## config.mk

```make
export PLATFORM = sky130hd
export DESIGN_NAME = tso_store_buffer
export DESIGN_NICKNAME = d
export VERILOG_FILES = /design/src/rtl/tso_sb_pkg.sv /design/src/rtl/sb_fifo.sv /design/src/rtl/sb_rmw_alu.sv /design/src/rtl/tso_store_buffer.sv
export SDC_FILE = /design/constraint.sdc
export NUM_CORES = 2
export LEC_CHECK = 0
export BUFFER_PORTS_ARGS = -buffer_cell sky130_fd_sc_hd__clkbuf_2
export CORE_ASPECT_RATIO = 2
export CORE_MARGIN = 2
export CORE_UTILIZATION = 45
export CTS_CLUSTER_DIAMETER = 40
export DETAILED_ROUTE_END_ITERATION = 10
export PLACE_DENSITY = 0.59
export SKIP_CTS_REPAIR_TIMING = 1
export SYNTH_ARGS = -nofsm -noshare
export SYNTH_HDL_FRONTEND = slang
export SYNTH_SLANG_ARGS = --single-unit
```

## constraint.sdc

```tcl
create_clock -name clk -period 24.8 [get_ports clk]
set_clock_uncertainty 0.05 [all_clocks]
set_input_delay 4.96 -clock clk [delete_from_list [all_inputs] [get_ports clk]]
set_output_delay 4.96 -clock clk [all_outputs]
set_load 0.005 [all_outputs]
```

## src/rtl/tso_sb_pkg.sv

```systemverilog
`timescale 1ns/1ps
package tso_sb_pkg;
  typedef enum logic [2:0] {
    OP_LOAD      = 3'd0,
    OP_STORE     = 3'd1,
    OP_FENCE_ALL = 3'd2,
    OP_FENCE_ST  = 3'd3,
    OP_SWAP      = 3'd4,
    OP_ADD       = 3'd5
  } sb_op_e;

  typedef enum logic [2:0] {
    ST_IDLE,
    ST_LD_REQ,
    ST_LD_WAIT,
    ST_RMW_RD,
    ST_RMW_WAIT,
    ST_RMW_WR
  } sb_state_e;
endpackage

```

## src/rtl/sb_fifo.sv

```systemverilog
`timescale 1ns/1ps
// Ordered store queue with youngest-match lookup for load forwarding.
module sb_fifo #(
  parameter int DEPTH = 8,
  parameter int AW    = 32,
  parameter int DW    = 64,
  localparam int PW   = $clog2(DEPTH),
  localparam int CW   = PW + 1
) (
  input  logic          clk,
  input  logic          rst_n,
  input  logic          push,
  input  logic [AW-1:0] push_addr,
  input  logic [DW-1:0] push_data,
  input  logic          pop,
  output logic [AW-1:0] head_addr,
  output logic [DW-1:0] head_data,
  output logic [CW-1:0] occ,
  output logic          empty,
  output logic          full,
  input  logic [AW-1:0] lk_addr,
  output logic          lk_hit,
  output logic [DW-1:0] lk_data
);
  logic [AW-1:0] addr_q [DEPTH];
  logic [DW-1:0] data_q [DEPTH];
  logic [PW-1:0] wr_ptr, rd_ptr;
  logic [CW-1:0] cnt;
  logic [PW-1:0] age [DEPTH];
  logic [DEPTH-1:0] match;

  always_ff @(posedge clk) begin
    if (push) begin
      addr_q[wr_ptr] <= push_addr;
      data_q[wr_ptr] <= push_data;
    end
  end

  always_ff @(posedge clk) begin
    if (!rst_n) begin
      wr_ptr <= '0;
      rd_ptr <= '0;
      cnt    <= '0;
    end else begin
      if (push) wr_ptr <= wr_ptr + PW'(1);
      if (pop)  rd_ptr <= rd_ptr + PW'(1);
      case ({push, pop})
        2'b10:   cnt <= cnt + CW'(1);
        2'b01:   cnt <= cnt - CW'(1);
        default: cnt <= cnt;
      endcase
    end
  end

  // One comparator per slot; a slot is live when its age is below the count.
  for (genvar g = 0; g < DEPTH; g++) begin : g_slot
    assign age[g]   = PW'(g) - rd_ptr;
    assign match[g] = ({1'b0, age[g]} < cnt) && (addr_q[g] == lk_addr);
  end

  // Walk from oldest to youngest so the youngest match wins.
  always_comb begin
    lk_hit  = 1'b0;
    lk_data = '0;
    for (int a = 0; a < DEPTH; a++) begin
      logic [PW-1:0] ix;
      ix = rd_ptr + PW'(a);
      if (match[ix]) begin
        lk_hit  = 1'b1;
        lk_data = data_q[ix];
      end
    end
  end

  assign head_addr = addr_q[rd_ptr];
  assign head_data = data_q[rd_ptr];
  assign occ       = cnt;
  assign empty     = (cnt == '0);
  assign full      = (cnt == CW'(DEPTH));
endmodule

```

## src/rtl/sb_rmw_alu.sv

```systemverilog
`timescale 1ns/1ps
// New value for a locked read-modify-write.
module sb_rmw_alu #(
  parameter int DW = 64
) (
  input  logic          is_add,
  input  logic [DW-1:0] old_val,
  input  logic [DW-1:0] operand,
  output logic [DW-1:0] new_val
);
  assign new_val = is_add ? (old_val + operand) : operand;
endmodule

```

## src/rtl/tso_store_buffer.sv

```systemverilog
`timescale 1ns/1ps
module tso_store_buffer
  import tso_sb_pkg::*;
#(
  parameter int DEPTH = 8,
  parameter int AW    = 32,
  parameter int DW    = 64
) (
  input  logic          clk,
  input  logic          rst_n,
  input  logic          req_valid,
  output logic          req_ready,
  input  logic [2:0]    req_op,
  input  logic [AW-1:0] req_addr,
  input  logic [DW-1:0] req_data,
  output logic          rsp_valid,
  output logic [DW-1:0] rsp_data,
  output logic          mem_valid,
  input  logic          mem_ready,
  output logic          mem_we,
  output logic [AW-1:0] mem_addr,
  output logic [DW-1:0] mem_wdata,
  input  logic          mem_rvalid,
  input  logic [DW-1:0] mem_rdata
);
  localparam int CW = $clog2(DEPTH) + 1;

  sb_state_e     state;
  sb_op_e        op;
  logic          accept, push, pop, drain_ok;
  logic          empty, full, lk_hit;
  logic [CW-1:0] occ;
  logic [AW-1:0] head_addr, addr_q;
  logic [DW-1:0] head_data, lk_data, operand_q, old_q, new_val;
  logic          add_q, busy, rmw_wr;

  assign op     = sb_op_e'(req_op);
  assign accept = req_valid && req_ready;
  assign push   = accept && (op == OP_STORE);
  assign busy   = (state != ST_IDLE);
  assign rmw_wr = (state == ST_RMW_WR);

  always_comb begin
    req_ready = 1'b0;
    if (state == ST_IDLE) begin
      case (op)
        OP_STORE:                       req_ready = !full;
        OP_FENCE_ALL, OP_SWAP, OP_ADD:  req_ready = empty;
        default:                        req_ready = 1'b1;
      endcase
    end
  end

  sb_fifo #(.DEPTH(DEPTH), .AW(AW), .DW(DW)) u_fifo (
    .clk(clk), .rst_n(rst_n),
    .push(push), .push_addr(req_addr), .push_data(req_data),
    .pop(pop), .head_addr(head_addr), .head_data(head_data),
    .occ(occ), .empty(empty), .full(full),
    .lk_addr(req_addr), .lk_hit(lk_hit), .lk_data(lk_data)
  );

  sb_rmw_alu #(.DW(DW)) u_alu (
    .is_add(add_q), .old_val(old_q), .operand(operand_q), .new_val(new_val)
  );

  // Memory port: reads for loads and locked ops own it; otherwise drain.
  assign drain_ok = (state == ST_IDLE) || (state == ST_LD_WAIT);
  always_comb begin
    mem_valid = 1'b0;
    mem_we    = 1'b0;
    mem_addr  = addr_q;
    mem_wdata = new_val;
    case (state)
      ST_LD_REQ, ST_RMW_RD: mem_valid = 1'b1;
      ST_RMW_WR: begin
        mem_valid = 1'b1;
        mem_we    = 1'b1;
      end
      ST_IDLE, ST_LD_WAIT: begin
        mem_valid = !empty;
        mem_we    = 1'b1;
        mem_addr  = head_addr;
        mem_wdata = head_data;
      end
      default: ;
    endcase
  end
  assign pop = drain_ok && !empty && mem_ready;

  always_ff @(posedge clk) begin
    if (!rst_n) begin
      state     <= ST_IDLE;
      rsp_valid <= 1'b0;
      rsp_data  <= '0;
      addr_q    <= '0;
      operand_q <= '0;
      old_q     <= '0;
      add_q     <= 1'b0;
    end else begin
      rsp_valid <= 1'b0;
      case (state)
        ST_IDLE: begin
          if (accept && op == OP_LOAD) begin
            if (lk_hit) begin
              rsp_valid <= 1'b1;
              rsp_data  <= lk_data;
            end else begin
              addr_q <= req_addr;
              state  <= ST_LD_REQ;
            end
          end else if (accept && (op == OP_SWAP || op == OP_ADD)) begin
            addr_q    <= req_addr;
            operand_q <= req_data;
            add_q     <= (op == OP_ADD);
            state     <= ST_RMW_RD;
          end
        end
        ST_LD_REQ:   if (mem_ready) state <= ST_LD_WAIT;
        ST_LD_WAIT: begin
          if (mem_rvalid) begin
            rsp_valid <= 1'b1;
            rsp_data  <= mem_rdata;
            state     <= ST_IDLE;
          end
        end
        ST_RMW_RD:   if (mem_ready) state <= ST_RMW_WAIT;
        ST_RMW_WAIT: begin
          if (mem_rvalid) begin
            old_q <= mem_rdata;
            state <= ST_RMW_WR;
          end
        end
        ST_RMW_WR: begin
          if (mem_ready) begin
            rsp_valid <= 1'b1;
            rsp_data  <= old_q;
            state     <= ST_IDLE;
          end
        end
        default: state <= ST_IDLE;
      endcase
    end
  end
endmodule

```

==> flow_summary.toml <==
[cts]
cts_tree = "done"
clockRootBuffer = "clkbuf_16"
cts_buffer_depth = 3
numCtsBuffers = 115
path_clk_slew_ps = 60
worstSkewPairLatency_ps = 770
cts_sinks = 1010
cts_max_level = 3

[sta]
tightestPinTransition_ps = 1350
rsz0062_at_grt = "no"
fmax_ghz = 0.0831
finalSetupTns_ps = 0
fin_crit_sh = 0.485
setup_viol = 0
fin_crit_ps = 12030
fin_ws_ps = 12770
drv_slew = 0
slew_headroom = 0.0897
hold_violations = 0

[die]
start_util = 0.452
fp.dieH_um = 552
die_area_sq_um = 154000
design.core.area_sq_um = 150000
io_pins = 332
rows = 201
die_w_um = 278

[placed_design]
gp_congestion = 1.04
dpl.hpwl_um = 181000
post-place-ws_ps = 13940
placed_cells = 7385
io_buffers = 331
dpl-instance-area_sq_um = 70700

[critical_path]
worstPathMaxFanout = 7
crit_required_ps = 19790
worstReg2RegEnd = "rsp_data[27]"
rrSetupSlack_ps = 16350
critPathLaunchType = "register"
startpoint = "old_q[20]"
path_class = "register to primary output"
end_kind = "primary output"
r2r_start = "u_fifo.rd_ptr[0]"
r2r_cells = 16
cp.arrival_ps = 7020

[run]
cap_viol_max_count = 0

[power]
peakVddDrop_uv = 59.7
p_per_area_nw_per_um2 = 76.0
leakage_uw = 0.0241

[routing]
antenna_left = 0
drc = 0
wl_per_cell_um = 36.7
vias = 55100
drt_iter0_drc = 8100
drt-pass1-iter-count = 8
viasPerCell = 7.23
wirelength_um = 279000

[synthesis]
synth.area.top_cells = "edfxtp_1, mux4_2, dfxtp_1, mux2i_1, nand2_1"
synth_edf_count = 768
synth.avg_cell_area_sq_um = 12.2
yosysSeqAreaShare = 0.413
synth_cell_types = 80
netlist.area_leader.share = 0.341
ys.flop_type = "edfxtp_1"
yosysWarnings = 0
async_reset_ff_frac = 0
ys_ff_latch = 1010
synth_nets = 5776
syn_area_sq_um = 67600
yosysTopAreaCell = "edfxtp_1"
syn_inst = 5525

[grt]
grt_pass1_vias = 53400
grt_pass1_wl_um = 388000
grt_usage = 0.355
grt_max_degree = 148
antenna_found_initial = 27
overflow = 0

[cells_and_area]
fin_cells = 7613
multi_input_area_sq_um = 37700
final_common_cell = "nand2_1"
areaGrowthSynthToFinish_pct = 10.5
fin_util = 0.499
layout_common_cells = "nand2_1, edfxtp_1, mux4_2"
nNetsFinal = 5825
fin_area_sq_um = 74700
drive_gt1_frac = 0.254
fillers = 12800
ff_latch_area_sq_um = 27900

[outcome]
status = "finished, final reports clean"

[hold_path]
hp-start = "operand_q[45]"
min_path_cells = 2
holdPathEnd = "operand_q[45]"
holdCritPathClass = "register to register"
## cell families (layout without fill, tap and decap cells)
family                   after synthesis  after routing  synth area share
AO/OA/AOI/OAI                       1226           1226             0.125
flip-flops                          1010           1010             0.413
other                                  0              8                 0
buffers and inverters                542            694            0.0335
AND/OR/NAND/NOR                     1290           1290            0.0849
multiplexers                        1056           1056             0.287
XOR/XNOR                             318            318            0.0412
adder cells (fa/ha/maj)               83             83            0.0156
## metrics by stage
step,hold slack [ps],total power [uW]
3_5_place_dp,428,3880
5_1_grt,456,5830
4_1_cts,436,5640
6_report,438,5680
2_1_floorplan,405,3110
3_3_place_gp,423,3870
## power by group
part	leakage, uW	total, uW	internal (uW)	switching [uW]
Sequential	0.00887	2000	1900	104
Combinational	0.0133	1900	693	1200
Clock	0.00191	1780	987	790
## cell type report
type	count	area share
repair buffers	436	0.0342
inverters	38	0.00204
well taps	1928	0.0323
clock inverters	81	0.0121
flip-flops and latches	1010	0.374
diodes	8	0.000268
clock buffers	139	0.0409
multi-input cells	3973	0.504
## metal layers
metal / vias up / part of all wire / GRT usage
met5: - / 0.00062 / 0
met4: 26 / 0.090 / 0.264
met2: 4217 / 0.48 / 0.595
met3: 1162 / 0.11 / 0.0820
met1: 27500 / 0.31 / 0.393
li1: 22200 / - / -
## registers in the layout, summed over array words and instances (netlist names), named ones only
name / cells
u_fifo.wr_ptr: 3
rsp_valid: 1
u_fifo.addr_q: 256
operand_q: 64
u_fifo.data_q: 512
u_fifo.rd_ptr: 3
old_q: 64
addr_q: 32
u_fifo.occ: 4
add_q: 1
state: 3
rsp_data: 64
## worst max-delay path by stage
stage | end | slack, ps | cells past startpoint
after CTS | mem_wdata[63] | 13390 | 14
after detailed placement | rsp_data[60] | 13940 | 16
after global placement | rsp_data[31] | 13990 | 16
final | mem_wdata[63] | 12770 | 14
after floorplan | u_fifo.addr_q[0][0] | 11540 | 7
after global routing | mem_wdata[63] | 13020 | 14
## cell usage after synthesis, types with 79 or more instances
cell / count
buf_2: 124
ha_1: 81
mux2i_1: 316
o21ai_0: 227
nand2_1: 805
a221oi_1: 80
edfxtp_1: 768
a21boi_0: 136
dfxtp_1: 242
nor2_1: 130
a21oi_1: 203
mux4_2: 705
clkbuf_1: 269
buf_1: 93
a31oi_1: 79
xnor2_1: 300
nand4_1: 92
## critical path, stage by stage, from the launching register on
cell,delay [ps]
dfxtp_1,330
ha_1,490
nand3_1,470
nor3_1,530
o211ai_1,600
a21oi_1,440
o211ai_1,290
o2111ai_1,780
nand4_1,360
a41o_1,370
xnor2_1,480
nand2_1,140
xor2_1,160
o21ai_0,570
clkbuf_2,230
No activity file was read; power rests on OpenSTA's default activity.
